<file path="src/rtl/irq_mux_pkg.sv">
package irq_mux_pkg;
  localparam int unsigned CH_SHIFT = 6;       // 0x40 bytes per channel
  localparam logic [5:0]  EN_OFS   = 6'h10;
  localparam logic [5:0]  PEND_OFS = 6'h20;

  typedef enum logic [1:0] {
    SEL_NONE = 2'd0,
    SEL_EN   = 2'd1,
    SEL_PEND = 2'd2
  } reg_sel_e;
endpackage

</file>
<file path="src/rtl/irq_mux_sync.sv">
module irq_mux_sync #(
  parameter int unsigned WIDTH = 32
) (
  input  logic             clk_i,
  input  logic             rst_ni,
  input  logic [WIDTH-1:0] d_i,
  output logic [WIDTH-1:0] q_o
);
  logic [WIDTH-1:0] s1_q, s2_q;

  always_ff @(posedge clk_i or negedge rst_ni) begin
    if (!rst_ni) begin
      s1_q <= '0;
      s2_q <= '0;
    end else begin
      s1_q <= d_i;
      s2_q <= s1_q;
    end
  end

  assign q_o = s2_q;
endmodule

</file>
<file path="src/rtl/irq_mux_chan.sv">
module irq_mux_chan #(
  parameter int unsigned NUM_SRC = 32
) (
  input  logic               clk_i,
  input  logic               rst_ni,
  input  logic [NUM_SRC-1:0] src_i,
  input  logic [NUM_SRC-1:0] en_i,
  output logic [NUM_SRC-1:0] pend_o,
  output logic               irq_o
);
  logic irq_q;

  assign pend_o = src_i & en_i;

  always_ff @(posedge clk_i or negedge rst_ni) begin
    if (!rst_ni) irq_q <= 1'b0;
    else         irq_q <= |pend_o;
  end

  assign irq_o = irq_q;

  // a cleared mask silences the channel on the next edge
  a_r6_zero_mask_quiet: assert property (@(posedge clk_i) disable iff (!rst_ni)
    (en_i == '0) |=> !irq_o);

  // the output only rises when an enabled source was high one edge earlier
  a_r5_no_spurious_rise: assert property (@(posedge clk_i) disable iff (!rst_ni)
    $rose(irq_o) |-> $past(|(src_i & en_i)));
endmodule

</file>
<file path="src/rtl/irq_mux_regs.sv">
module irq_mux_regs
  import irq_mux_pkg::*;
#(
  parameter int unsigned NUM_SRC = 32,
  parameter int unsigned NUM_CH  = 8,
  parameter int unsigned ADDR_W  = 12,
  parameter int unsigned DATA_W  = 32
) (
  input  logic                             clk_i,
  input  logic                             rst_ni,
  input  logic                             req_i,
  input  logic                             we_i,
  input  logic [ADDR_W-1:0]                addr_i,
  input  logic [DATA_W-1:0]                wdata_i,
  input  logic [NUM_CH-1:0][NUM_SRC-1:0]   pend_i,
  output logic [NUM_CH-1:0][NUM_SRC-1:0]   en_o,
  output logic [DATA_W-1:0]                rdata_o
);
  localparam int unsigned CH_W  = ADDR_W - CH_SHIFT;
  localparam int unsigned CHS_W = (NUM_CH > 1) ? $clog2(NUM_CH) : 1;

  logic [CH_W-1:0]                 ch_idx;
  logic [CHS_W-1:0]                ch_lo;
  logic [5:0]                      ofs;
  logic                            in_range;
  reg_sel_e                        sel;
  logic [NUM_CH-1:0][NUM_SRC-1:0]  en_q;
  logic [DATA_W-1:0]               rd_val, rdata_q;
  logic                            rd_req, wr_en;

  assign ch_idx   = addr_i[ADDR_W-1:CH_SHIFT];
  assign ch_lo    = ch_idx[CHS_W-1:0];
  assign ofs      = addr_i[CH_SHIFT-1:0];
  assign in_range = (32'(ch_idx) < NUM_CH);

  always_comb begin
    sel = SEL_NONE;
    if (in_range) begin
      if (ofs == EN_OFS)        sel = SEL_EN;
      else if (ofs == PEND_OFS) sel = SEL_PEND;
    end
  end

  assign rd_req = req_i && !we_i;
  assign wr_en  = req_i && we_i && (sel == SEL_EN);

  for (genvar c = 0; c < NUM_CH; c++) begin : g_en
    always_ff @(posedge clk_i or negedge rst_ni) begin
      if (!rst_ni)                         en_q[c] <= '0;
      else if (wr_en && (ch_lo == CHS_W'(c))) en_q[c] <= wdata_i[NUM_SRC-1:0];
    end
  end

  always_comb begin
    unique case (sel)
      SEL_EN:   rd_val = DATA_W'(en_q[ch_lo]);
      SEL_PEND: rd_val = DATA_W'(pend_i[ch_lo]);
      default:  rd_val = '0;
    endcase
  end

  always_ff @(posedge clk_i or negedge rst_ni) begin
    if (!rst_ni)     rdata_q <= '0;
    else if (rd_req) rdata_q <= rd_val;
    else             rdata_q <= '0;
  end

  assign en_o    = en_q;
  assign rdata_o = rdata_q;

  // a mapped enable write is visible next cycle
  a_r2_en_write: assert property (@(posedge clk_i) disable iff (!rst_ni)
    wr_en |=> (en_q[$past(ch_lo)] == $past(wdata_i[NUM_SRC-1:0])));

  // no other write disturbs any mask
  a_r7_other_write_ignored: assert property (@(posedge clk_i) disable iff (!rst_ni)
    (req_i && we_i && (sel != SEL_EN)) |=> $stable(en_q));

  // read data returns to zero when no read was issued
  a_r9_idle_zero: assert property (@(posedge clk_i) disable iff (!rst_ni)
    !rd_req |=> (rdata_o == '0));
endmodule

</file>
<file path="src/rtl/irq_mux_top.sv">
module irq_mux_top #(
  parameter int unsigned NUM_SRC = 32,
  parameter int unsigned NUM_CH  = 8,
  parameter int unsigned ADDR_W  = 12,
  parameter int unsigned DATA_W  = 32
) (
  input  logic               clk_i,
  input  logic               rst_ni,
  input  logic [NUM_SRC-1:0] src_i,
  input  logic               req_i,
  input  logic               we_i,
  input  logic [ADDR_W-1:0]  addr_i,
  input  logic [DATA_W-1:0]  wdata_i,
  output logic [DATA_W-1:0]  rdata_o,
  output logic [NUM_CH-1:0]  irq_o
);
  logic [NUM_SRC-1:0]              src_sync;
  logic [NUM_CH-1:0][NUM_SRC-1:0]  en, pend;

  irq_mux_sync #(.WIDTH(NUM_SRC)) u_sync (
    .clk_i (clk_i),
    .rst_ni(rst_ni),
    .d_i   (src_i),
    .q_o   (src_sync)
  );

  irq_mux_regs #(
    .NUM_SRC(NUM_SRC), .NUM_CH(NUM_CH), .ADDR_W(ADDR_W), .DATA_W(DATA_W)
  ) u_regs (
    .clk_i  (clk_i),
    .rst_ni (rst_ni),
    .req_i  (req_i),
    .we_i   (we_i),
    .addr_i (addr_i),
    .wdata_i(wdata_i),
    .pend_i (pend),
    .en_o   (en),
    .rdata_o(rdata_o)
  );

  for (genvar c = 0; c < NUM_CH; c++) begin : g_ch
    irq_mux_chan #(.NUM_SRC(NUM_SRC)) u_chan (
      .clk_i (clk_i),
      .rst_ni(rst_ni),
      .src_i (src_sync),
      .en_i  (en[c]),
      .pend_o(pend[c]),
      .irq_o (irq_o[c])
    );
  end
endmodule

</file>
<file path="config.mk">
export PLATFORM = sky130hd
export DESIGN_NAME = irq_mux_top
export DESIGN_NICKNAME = d
export VERILOG_FILES = /design/src/rtl/irq_mux_pkg.sv /design/src/rtl/irq_mux_sync.sv /design/src/rtl/irq_mux_chan.sv /design/src/rtl/irq_mux_regs.sv /design/src/rtl/irq_mux_top.sv
export SDC_FILE = /design/constraint.sdc
export NUM_CORES = 1
export LEC_CHECK = 0
export ABC_AREA = 0
export BUFFER_PORTS_ARGS = -buffer_cell sky130_fd_sc_hd__buf_2
export CELL_PAD_IN_SITES_DETAIL_PLACEMENT = 0
export CELL_PAD_IN_SITES_GLOBAL_PLACEMENT = 2
export CORE_ASPECT_RATIO = 1.75
export CORE_MARGIN = 8
export CORE_UTILIZATION = 43
export CTS_BUF_LIST = sky130_fd_sc_hd__clkbuf_8 sky130_fd_sc_hd__clkbuf_16
export CTS_CLUSTER_DIAMETER = 100
export DETAILED_ROUTE_END_ITERATION = 10
export PLACE_DENSITY = 0.86
export SKIP_LAST_GASP = 1
export SLEW_MARGIN = 15
export SYNTH_ARGS = -nofsm -noshare
export SYNTH_HDL_FRONTEND = slang
export SYNTH_SLANG_ARGS = --single-unit
export TNS_END_PERCENT = 30
</file>
<file path="constraint.sdc">
create_clock -name clk_i -period 2.15 [get_ports clk_i]
set_clock_uncertainty 0.15 [all_clocks]
set_input_delay 0.43 -clock clk_i [delete_from_list [all_inputs] [get_ports clk_i]]
set_output_delay 0.43 -clock clk_i [all_outputs]
set_load 0.005 [all_outputs]
</file>
Word level (Yosys, flattened, before mapping)
Index checks and enable logic that the tools add are counted.
{"block": "word_totals", "register_bits": 360, "output_inout_bits": 40}
{"block": "classes", "magnitude_cmp": 2, "eq_ne": 11, "mux": 9, "n_bitwise": 8, "n_reduce_logical": 21}
{"cell": "$and A32 B32 Y32", "n": 8}
{"cell": "$reduce_or A32 Y1", "n": 8}
{"cell": "$bmux W32 S3", "n": 2}
{"cell": "$mux W32", "n": 3}
{"cell": "$pmux W32 S2", "n": 1}
{"cell": "$eq A3 B3 Y1 const B", "n": 4}
{"cell": "$logic_and A1 B1 Y1", "n": 11}
{"cell": "$eq A3 B2 Y1 const B", "n": 2}
{"cell": "$eq A6 B5 Y1 const B", "n": 1}
{"cell": "$eq A6 B6 Y1 const B", "n": 1}
{"cell": "$lt A6 B4 Y1 const B", "n": 1}
{"cell": "$mux W2", "n": 3}
{"cell": "$lt A3 B4 Y1 const B", "n": 1}
{"cell": "$eq A3 B1 Y1 const B", "n": 1}
{"cell": "$logic_not A3 Y1", "n": 1}
{"cell": "$eq A2 B1 Y1 const B", "n": 1}
{"cell": "$eq A2 B2 Y1 const B", "n": 1}
{"cell": "$logic_not A1 Y1", "n": 1}

Depth between registers and ports, before layout
Gate-level depths: netlist (run 1).
{"block": "depth", "word_depth": 7, "ltp_mapped": 6, "mapped_depth_nobuf": 3}

By module
Synthesis (run 1) repeated with hierarchy kept, for this count alone.
{"block": "unflattened", "cells_unflattened": 1296, "hier_area_um2": 18507.8}
{"mod": "irq_mux_regs", "instances": 1, "cells_each": 864, "area_each_um2": 14323.7, "seq_area_each_um2": 7206.9}
{"mod": "irq_mux_chan", "instances": 8, "cells_each": 46, "area_each_um2": 322.8, "seq_area_each_um2": 25.0}
{"mod": "irq_mux_sync", "instances": 1, "cells_each": 64, "area_each_um2": 1601.5, "seq_area_each_um2": 1601.5}

Least setup slack after synthesis (run 1)
No wires, ideal clock.
{"block": "synth_timing", "path_type": "input to register", "start": "input port addr_i[11]", "end": "register u_regs.en_q (netlist bit u_regs.en_o[213])", "setup_ns": 0.125, "t_arrival_ns": 2.066, "t_required_ns": 1.875, "path_slack_ns": -0.191, "cell_stages": 5, "n_path_buf": 2, "cell_sequence": "or4b_1 > buf_6 > nor4_4 > buf_4 > mux2_2"}
{"block": "synth_via", "elab_chain_len": 5}
{"element": "from (decl)", "line": "irq_mux_top.sv:12", "source": "input logic [ADDR_W-1:0] addr_i,"}
{"element": "$lt A6 B4 Y1", "line": "irq_mux_regs.sv:34", "source": "assign in_range = (32'(ch_idx) < NUM_CH);"}
{"element": "$mux W2", "line": "irq_mux_regs.sv:38", "source": "if (in_range) begin"}
{"element": "$eq A2 B1 Y1", "line": "irq_mux_regs.sv:45", "source": "assign wr_en = req_i && we_i && (sel == SEL_EN);"}
{"element": "$logic_and A1 B1 Y1", "line": "irq_mux_regs.sv:45"}
{"element": "$logic_and A1 B1 Y1", "line": "irq_mux_regs.sv:50", "source": "else if (wr_en && (ch_lo == CHS_W'(c))) en_q[c] <= wdata_i[NUM_SRC-1:0];"}
{"element": "to (signal, indexed assignment)", "line": "irq_mux_regs.sv:50"}
{"element": "to (decl)", "line": "irq_mux_regs.sv:27", "source": "logic [NUM_CH-1:0][NUM_SRC-1:0] en_q;"}
No other way between the ends.
A chain may end at the register's enable or synchronous reset.

Worst setup path after layout (run 1)
{"block": "layout_timing", "start": "register u_sync.s2_q[0], in the netlist u_sync.q_o[0]", "end": "register g_ch[0].u_chan.irq_q"}
{"block": "layout_via", "elab_chain_len": 2}
{"element": "from (decl)", "line": "irq_mux_sync.sv:9", "source": "logic [WIDTH-1:0] s1_q, s2_q;"}
{"element": "from (signal assigned)", "line": "irq_mux_sync.sv:17", "source": "s2_q <= s1_q;"}
{"element": "$and A32 B32 Y32", "line": "irq_mux_chan.sv:13", "source": "assign pend_o = src_i & en_i;"}
{"element": "$reduce_or A32 Y1", "line": "irq_mux_chan.sv:17", "source": "else irq_q <= |pend_o;"}
{"element": "to (signal assigned)", "line": "irq_mux_chan.sv:17"}
{"element": "to (decl)", "line": "irq_mux_chan.sv:11", "source": "logic irq_q;"}
No other way between the ends.

==> impl_metrics.json, run 1 <==
{
  "utilization": 0.5260,
  "cts-root-buf": "clkbuf_16",
  "crit_type": "reg2reg",
  "crit_arrival_ns": 2.45,
  "violations": "DRC, setup timing",
  "cts_buffers": 35,
  "antenna_found_initial": 1,
  "avgRoutedWirePerCell_um": 32.55,
  "p_int_mw": 10.74,
  "p_sw_frac": 0.2395,
  "die_width_um": 163.7,
  "avgSynthCellArea_sq_um": 14.04,
  "layout_setup_ws_ns": -0.06570,
  "die-area_sq_um": 44930,
  "power.leakage_nw": 9.606,
  "drt-met1-wl_mm": 21.84,
  "syn_area_sq_um": 16420,
  "cap_viol_max_count": 0,
  "rsz0062_at_grt": "true",
  "core_area_sq_um": 37640,
  "grt_max_degree": 60,
  "ios": 120,
  "synthCells": 1169,
  "cp_top_family": "simple AND/OR/NAND/NOR gates",
  "finalCritPeriodShare": 1.031,
  "synthMuxAreaShare": 0.2574,
  "synthesis.nets": 1249,
  "overflow": 0,
  "finalNetCount": 1448,
  "drt-total-wl_mm": 60.91,
  "critPathMaxStageDelay_ns": 0.53,
  "cts_tree": "yes",
  "crit_top_cell": "buf_4",
  "h-tree-depth": 2,
  "drc": 1,
  "cp_max_fo": 4,
  "slew_headroom": 0.5789,
  "first_global_vias": 12540,
  "synth-compound-area-share": 0.1102,
  "place.gp.congestion": 0.9617,
  "cp_num_buf_inv": 2,
  "final_area_sq_um": 19800,
  "synth_top_family_by_area": "multiplexers",
  "yosys_warnings": 0,
  "synthToLayoutAreaGrowth_pct": 20.59,
  "dpl.hpwl_mm": 43.22,
  "cts.sinks": 360,
  "setup_viol": 4,
  "portBuffers": 119,
  "drt_iter0_drc": 1240,
  "combPwrFrac": 0.068,
  "die_h_um": 274.5,
  "wl_met3_mm": 3.442,
  "path_clk_slew_ns": 0.07,
  "post_cts_buffers": 0,
  "vias_per_cell": 6.380,
  "yosysSeqAreaShare": 0.5487,
  "crit_path_end_kind": "flip-flop",
  "num_vias": 11940,
  "ys_seq_elements": 360,
  "timing.fmax_mhz": 451.3,
  "n_fill_cell": 3212,
  "final_cell_mix": "dfrtp_1 (360), mux2_2 (276), a22oi_1 (135)",
  "postRouteAntennaNets": 0,
  "tightestPinTransition_ns": 0.6317,
  "synth_cell_type_count": 31,
  "grt_pass1_wl_mm": 88.64,
  "drt_pass1_iterations": 11,
  "grt_use_total": 0.2734,
  "outcome": "complete, but fails checks",
  "antenna_cells": 0,
  "dpl_cell_area_sq_um": 18330,
  "cp_slowest_cell": "dfrtp_1",
  "drv_slew": 0,
  "finalCriticalPeriod_ns": 2.216,
  "synth_fa_ha_area_frac": 0,
  "rows": 94,
  "final_common_cell": "dfrtp_1",
  "seq_power_share": 0.494,
  "clkPwrFrac": 0.438,
  "drive_gt1_frac": 0.4393,
  "highest_layer": "met5",
  "power.density_nw_per_um2": 713.5,
  "start_util": 0.4362,
  "finalHoldViolations": 0,
  "synth_xor_area_frac": 0,
  "clk_latency_ns": 0.54,
  "wl_met2_mm": 30.74,
  "crit_path_start_kind": "flip-flop",
  "required_ns": 2.38,
  "crit_path_cell_trace": "a22oi_1, buf_4, nand4_1, buf_4, or4_1",
  "p_switching_mw": 3.383,
  "synthSimpleGateAreaFrac": 0.04962,
  "hold_path.class": "in2reg",
  "ir_drop_uv": 439.5,
  "cts_buffer_depth": 3
}
## sequential cells by signal, indices dropped and copies added (netlist names)
signal and count:
g_ch.u_chan.irq_o 8, u_regs.en_o 256, u_regs.rdata_o 32, u_sync.q_o 32
u_sync.s1_q 32
## kinds of logic (layout without fill, tap and decap cells)
| family | after synthesis | after routing |
|---|---|---|
| simple gates | 102 | 102 |
| mux | 384 | 384 |
| buf+inv | 106 | 328 |
| flops | 360 | 360 |
| compound gates | 217 | 217 |
## through the flow
stage          total power, mW  TNS, ns  hold slack (ns)  setup WS, ns  instances
5_1_grt                  14.53  -0.1287          0.08613      -0.07271       1871
3_5_place_dp             8.002  -120.02           0.1847       -0.6335       1778
2_1_floorplan            7.372   -46.73         -0.01559       -0.1868       1169
4_1_cts                  14.21  -0.1464          0.05559      -0.07329       1871
3_3_place_gp             7.991  -120.94           0.1831       -0.6515       1778
6_report                 14.13  -0.1274          0.07731      -0.06570       1871
## power by group through the flow
stage          sequential, mW  clock (mW)  combinational (mW)
6_report                 6.97        6.19               0.964
5_1_grt                  6.97        6.54                1.02
4_1_cts                  6.97        6.28               0.956
3_5_place_dp             7.09           0               0.907
3_3_place_gp             7.09           0               0.896
2_1_floorplan            7.00           0               0.376
## final cells by class
class / instances / area [sq um] / area share
multi-input cells: 703 / 6907 / 0.3489
repair buffers: 268 / 2151 / 0.1086
clock buffers: 40 / 944.7 / 0.04772
clock inverters: 20 / 186.4 / 0.009417
well taps: 480 / 600.6 / 0.03034
flip-flops and latches: 360 / 9009 / 0.4550
## layer usage
metal | track usage | up-vias
li1 | - | 4910
met1 | 0.3140 | 6276
met2 | 0.4569 | 557
met3 | 0.03889 | 192
met4 | 0.2003 | 2
met5 | 0 | -
## final timing paths
kind | start | end | slack (ns) | depth (start not counted)
max | u_sync.q_o[0] | g_ch[0].u_chan.irq_o | -0.07 | 5
min | wdata_i[17] | u_regs.en_o[17] | 0.08 | 2
max reg2reg | u_sync.q_o[0] | g_ch[0].u_chan.irq_o | -0.07 | 5
min reg2reg | u_sync.s1_q[23] | u_sync.q_o[23] | 0.20 | 0
max in group asynchronous | rst_ni | u_regs.en_o[224] | 0.84 | 3
min in group asynchronous | rst_ni | u_regs.en_o[111] | 0.26 | 2
## what timing repair did
action,CTS,global route
hold endpoints to repair,62,0
hold buffers,33,0
resized for setup,1,1
setup endpoints to repair,4,4
## Yosys cell counts
master,n,area (sq um)
a2111oi_0,4,35.03
a2111oi_2,21,315.3
a222oi_1,7,70.07
a22o_1,25,219.0
a22oi_1,135,1013
and2_0,1,6.260
and3_1,7,43.79
buf_1,5,18.77
buf_2,5,25.02
buf_4,35,262.8
buf_6,3,33.78
clkbuf_1,58,217.7
dfrtp_1,360,9009
mux2_1,18,202.7
mux2_2,288,3243
mux2i_1,78,780.8
nand2_1,1,3.750
nand2b_1,3,18.77
nand3b_1,32,240.2
nand4_1,32,200.2
nand4b_1,1,8.760
nand4bb_1,1,11.26
nor2_1,1,3.750
nor2b_1,2,12.51
nor3_1,1,5.000
nor4_4,8,170.2
o22ai_1,25,156.4
or2_2,1,6.260
or3_1,1,6.260
or4_1,9,67.56
or4b_1,1,10.01
Note: power is estimated with default switching activity, not from simulation.
==> run 2: changes to the inputs <==
MAX_ROUTING_LAYER = met4   (was unset)
==> impl_metrics.json, run 2 (synthesized netlist as in run 1, its figures left out) <==
{
  "whs_path_depth": 2,
  "rsz0062_at_grt": "true",
  "power.density_nw_per_um2": 707.8,
  "stdcell_count": 1871,
  "multi_input_area_sq_um": 6914,
  "power.leakage_nw": 9.596,
  "tightestPinTransition_ns": 0.6638,
  "p_int_mw": 10.66,
  "clk_latency_ns": 0.53,
  "combPwrFrac": 0.067,
  "finalCriticalPeriod_ns": 2.125,
  "place.gp.congestion": 0.9548,
  "seq_power_share": 0.498,
  "grt_use_total": 0.2806,
  "synthToLayoutAreaGrowth_pct": 20.43,
  "ir_drop_uv": 547.2,
  "grt_max_degree": 80,
  "seqCellArea_sq_um": 9009,
  "hold_path.class": "in2reg",
  "die-area_sq_um": 44930,
  "cts-root-buf": "clkbuf_16",
  "dp.cells": 1773,
  "crit_type": "in2reg",
  "avgRoutedWirePerCell_um": 32.96,
  "crit_path_end_kind": "flip-flop",
  "drt-total-wl_mm": 61.67,
  "slew_headroom": 0.5575,
  "largest_reg_flops": 256,
  "r2r-start": "u_sync.q_o[15]",
  "outcome": "finished, final reports clean",
  "drc": 0,
  "die_width_um": 163.7,
  "path_clk_slew_ns": 0.06,
  "cp_max_fo": 12,
  "finalCritPeriodShare": 0.9882,
  "finalHoldViolations": 0,
  "start_util": 0.4362,
  "cts_buffers": 35,
  "grt_pass1_wl_mm": 88.27,
  "core_area_sq_um": 37640,
  "crit_start": "addr_i[1]",
  "dpl.hpwl_mm": 43.18,
  "final_cell_mix": "dfrtp_1 (360), mux2_2 (276), a22oi_1 (135)",
  "num_vias": 11920,
  "first_global_vias": 12420,
  "portBuffers": 119,
  "reg2reg_depth": 4,
  "ios": 120,
  "whs_ns": 0.08850,
  "h-tree-depth": 2,
  "drt_iter0_drc": 1104,
  "drt_pass1_iterations": 7,
  "hold_path_startpoint": "wdata_i[17]",
  "setup_viol": 0,
  "n_fill_cell": 3200,
  "die_h_um": 274.5,
  "antenna_found_initial": 0,
  "crit_arrival_ns": 2.39,
  "p_sw_frac": 0.2380,
  "drive_gt1_frac": 0.4400,
  "cts_tree": "yes",
  "p_switching_mw": 3.331,
  "crit_path_start_kind": "input port",
  "overflow": 0,
  "rows": 94,
  "drv_slew": 0,
  "clkPwrFrac": 0.434,
  "timing.fmax_mhz": 470.7,
  "antenna_cells": 0,
  "required_ns": 2.41,
  "vias_per_cell": 6.370,
  "postRouteAntennaNets": 0,
  "cts.sinks": 360,
  "cts_buffer_depth": 3,
  "cap_viol_max_count": 0,
  "finalNetCount": 1448,
  "final_common_cell": "dfrtp_1"
}
[run 2: cell types whose count changed in the layout (fill, tap and decap cells not counted), sizes merged]
cell    change
inv         -3
bufinv      -3
clkbuf      +9
clkinv      -1
buf         -2
[run 2: stage by stage]
step	utilization	instance area [sq um]	setup WS, ns	power, mW	setup TNS [ns]
3_5_place_dp	0.4848	18250	-0.7114	7.982	-121.89
4_1_cts	0.5237	19710	-0.03635	14.08	-0.05528
2_1_floorplan	-	16490	-0.1868	7.372	-46.73
5_1_grt	0.5253	19770	-0.03224	14.42	-0.09127
3_3_place_gp	0.4848	18250	-0.7197	7.971	-121.45
6_report	0.5253	19770	0.02543	13.99	0
[run 2: final cells by class]
class / count / area share
sequential: 360 / 0.4557
multi-input combinational: 703 / 0.3497
timing repair buffer: 268 / 0.1071
clock buffer: 47 / 0.05379
tap: 480 / 0.03038
clock inverter: 13 / 0.003291
[run 2: path summary, 6_finish.rpt]
kind,endpoint,slack [ns]
max,u_regs.en_o[82],0.03
min,u_regs.en_o[17],0.09
max reg2reg,g_ch[5].u_chan.irq_o,0.03
min reg2reg,u_sync.q_o[14],0.20
max in group asynchronous,u_regs.en_o[173],0.85
min in group asynchronous,u_regs.en_o[79],0.25
[run 2: timing repair]
| item | CTS | global route |
|---|---|---|
| endpoints found under the hold margin | 59 | 0 |
| setup buffers | 0 | 3 |
| resized for setup | 2 | 5 |
| hold buffers | 33 | 0 |
| gates cloned | 0 | 2 |
| endpoints found under the setup margin | 3 | 52 |
| pin swaps | 0 | 2 |
[run 2: worst max-delay path, cell delays in order]
cell    delay, ns
buf_2        0.10
or4_4        0.55
buf_12       0.18
nor4_4       0.29
buf_4        0.21
buf_6        0.24
mux2_2       0.37
[run 2: power by group through the flow]
stage                     logic [mW]  registers [mW]  clock network, mW
after global routing           0.991            6.97               6.46
after global placement         0.873            7.10                  0
after detailed placement       0.883            7.10                  0
final                          0.941            6.98               6.08
after floorplan                0.376            7.00                  0
after CTS                      0.934            6.97               6.17
[run 2: routing by layer]
metal / vias up / global-route usage / wire length, um
met4: 0 / 0.1948 / 5018
met3: 197 / 0.03514 / 3416
met1: 6250 / 0.3187 / 22530
li1: 4910 / - / -
met5: - / - / 0
met2: 562 / 0.4548 / 30700
==> run 3: changes to the inputs <==
clock period = 2.3 ns   (was 2.15 ns; I/O delays follow)
==> impl_metrics.json, run 3 (synthesized netlist as in run 1, its figures left out) <==
{
  "outcome": "complete, but fails checks",
  "violations": "setup timing",
  "p_total_mw": 13.31,
  "synthToLayoutAreaGrowth_pct": 19.40,
  "setup_viol": 1,
  "drt_pass1_iterations": 5,
  "h-tree-depth": 2,
  "finalHoldViolations": 0,
  "rsz0062_at_grt": "false",
  "postRouteAntennaNets": 0,
  "drc": 0,
  "cts.sinks": 360,
  "layout_setup_ws_ns": -0.01142,
  "final_area_sq_um": 19600,
  "die_width_um": 163.7,
  "drv_slew": 0,
  "crit_path_start_kind": "input port",
  "core_area_sq_um": 37640,
  "utilization": 0.5208,
  "path_clk_slew_ns": 0.06,
  "cts-root-buf": "clkbuf_16",
  "finalCriticalPeriod_ns": 2.311,
  "overflow": 0,
  "grt_pass1_wl_mm": 89.21,
  "grt_use_total": 0.2840,
  "required_ns": 2.62,
  "tightestPinTransition_ns": 0.6668,
  "die-area_sq_um": 44930,
  "crit_arrival_ns": 2.63,
  "antenna_found_initial": 0,
  "finalNetCount": 1421,
  "crit_type": "in2reg",
  "slew_headroom": 0.5555,
  "first_global_vias": 12580,
  "start_util": 0.4362,
  "place.gp.congestion": 1.003,
  "n_fill_cell": 3262,
  "cp_max_fo": 25,
  "portBuffers": 119,
  "ios": 120,
  "final_cell_mix": "dfrtp_1 (360), mux2_2 (276), a22oi_1 (135)",
  "multi_input_area_sq_um": 6907,
  "post-place-ws_ns": -0.5594,
  "dpl_cell_area_sq_um": 18090,
  "clk_latency_ns": 0.53,
  "cts_buffer_depth": 3,
  "power.leakage_nw": 9.502,
  "seqCellArea_sq_um": 9009,
  "num_vias": 11850,
  "drt-total-wl_mm": 61.24,
  "hold_path.class": "in2reg",
  "antenna_cells": 0,
  "avgRoutedWirePerCell_um": 33.19,
  "finalCritPeriodShare": 1.005,
  "vias_per_cell": 6.421,
  "ir_drop_uv": 514.4,
  "timing.fmax_mhz": 432.6,
  "drive_gt1_frac": 0.4256,
  "die_h_um": 274.5,
  "power.density_nw_per_um2": 678.8,
  "final_common_cell": "dfrtp_1",
  "rows": 94,
  "grt_max_degree": 64,
  "largest_reg_flops": 256,
  "crit_path_end_kind": "flip-flop",
  "cap_viol_max_count": 0,
  "whs_ns": 0.1069,
  "cts_tree": "yes",
  "cts_buffers": 35,
  "dpl.hpwl_mm": 43.30,
  "drt_iter0_drc": 1039
}
[run 3: changes by cell type in the layout (fill, tap and decap cells not counted), sizes merged]
cell      before  now
inv            6   10
clkinv         4    3
buf          233  208
bufinv         0    3
clkbuf        49   44
clkinvlp       3    1
[run 3: layout make-up]
cell class                      instances  area share
Clock buffer                           44     0.05215
Sequential cell                       360      0.4596
Timing Repair Buffer                  241     0.09747
Multi-Input combinational cell        703      0.3523
Clock inverter                         17    0.007851
Tap cell                              480     0.03064
[run 3: path summary, 6_finish.rpt]
path | from | slack (ns) | endpoint | cells after the start
max | addr_i[11] | -0.01 | u_regs.rdata_o[1] | 6
min | wdata_i[17] | 0.11 | u_regs.en_o[17] | 2
max reg2reg | u_sync.q_o[20] | 0.09 | g_ch[3].u_chan.irq_o | 3
min reg2reg | u_sync.s1_q[2] | 0.20 | u_sync.q_o[2] | 0
max in group asynchronous | rst_ni | 0.86 | u_regs.en_o[120] | 3
min in group asynchronous | rst_ni | 0.31 | u_sync.s1_q[15] | 2
[run 3: metrics by stage]
stage | TNS [ns] | cells
after floorplan | -15.24 | 1169
after global placement | -79.50 | 1751
after detailed placement | -88.87 | 1751
after CTS | 0 | 1845
after global routing | 0 | 1845
final | -0.01142 | 1845
[run 3: critical path, cell delays in order]
cell and delay [ns]:
buf_2 0.09, or4b_1 0.54, or3_2 0.50, buf_12 0.20, a2111oi_0 0.58, buf_4 0.21
[run 3: repair_timing]
item,CTS,global route
endpoints found under the setup margin,1,1
cloned,0,0
pin swaps,0,0
endpoints found under the hold margin,81,0
buffers inserted,0,0
hold buffers,33,0
resized for setup,1,1
[run 3: power breakdown]
part           total, mW  switching [mW]  internal [mW]
clock network       5.92            2.45           3.47
registers           6.53           0.131           6.40
logic              0.856           0.535          0.321
total               13.3            3.11           10.2
[run 3: layer usage]
layer  track usage  part of all wire  vias up
met5             -                 0        -
met4        0.1969             0.081        0
met3       0.03920             0.058      216
met2        0.4675              0.50      578
met1        0.3138              0.36     6205
li1              -                 -     4847
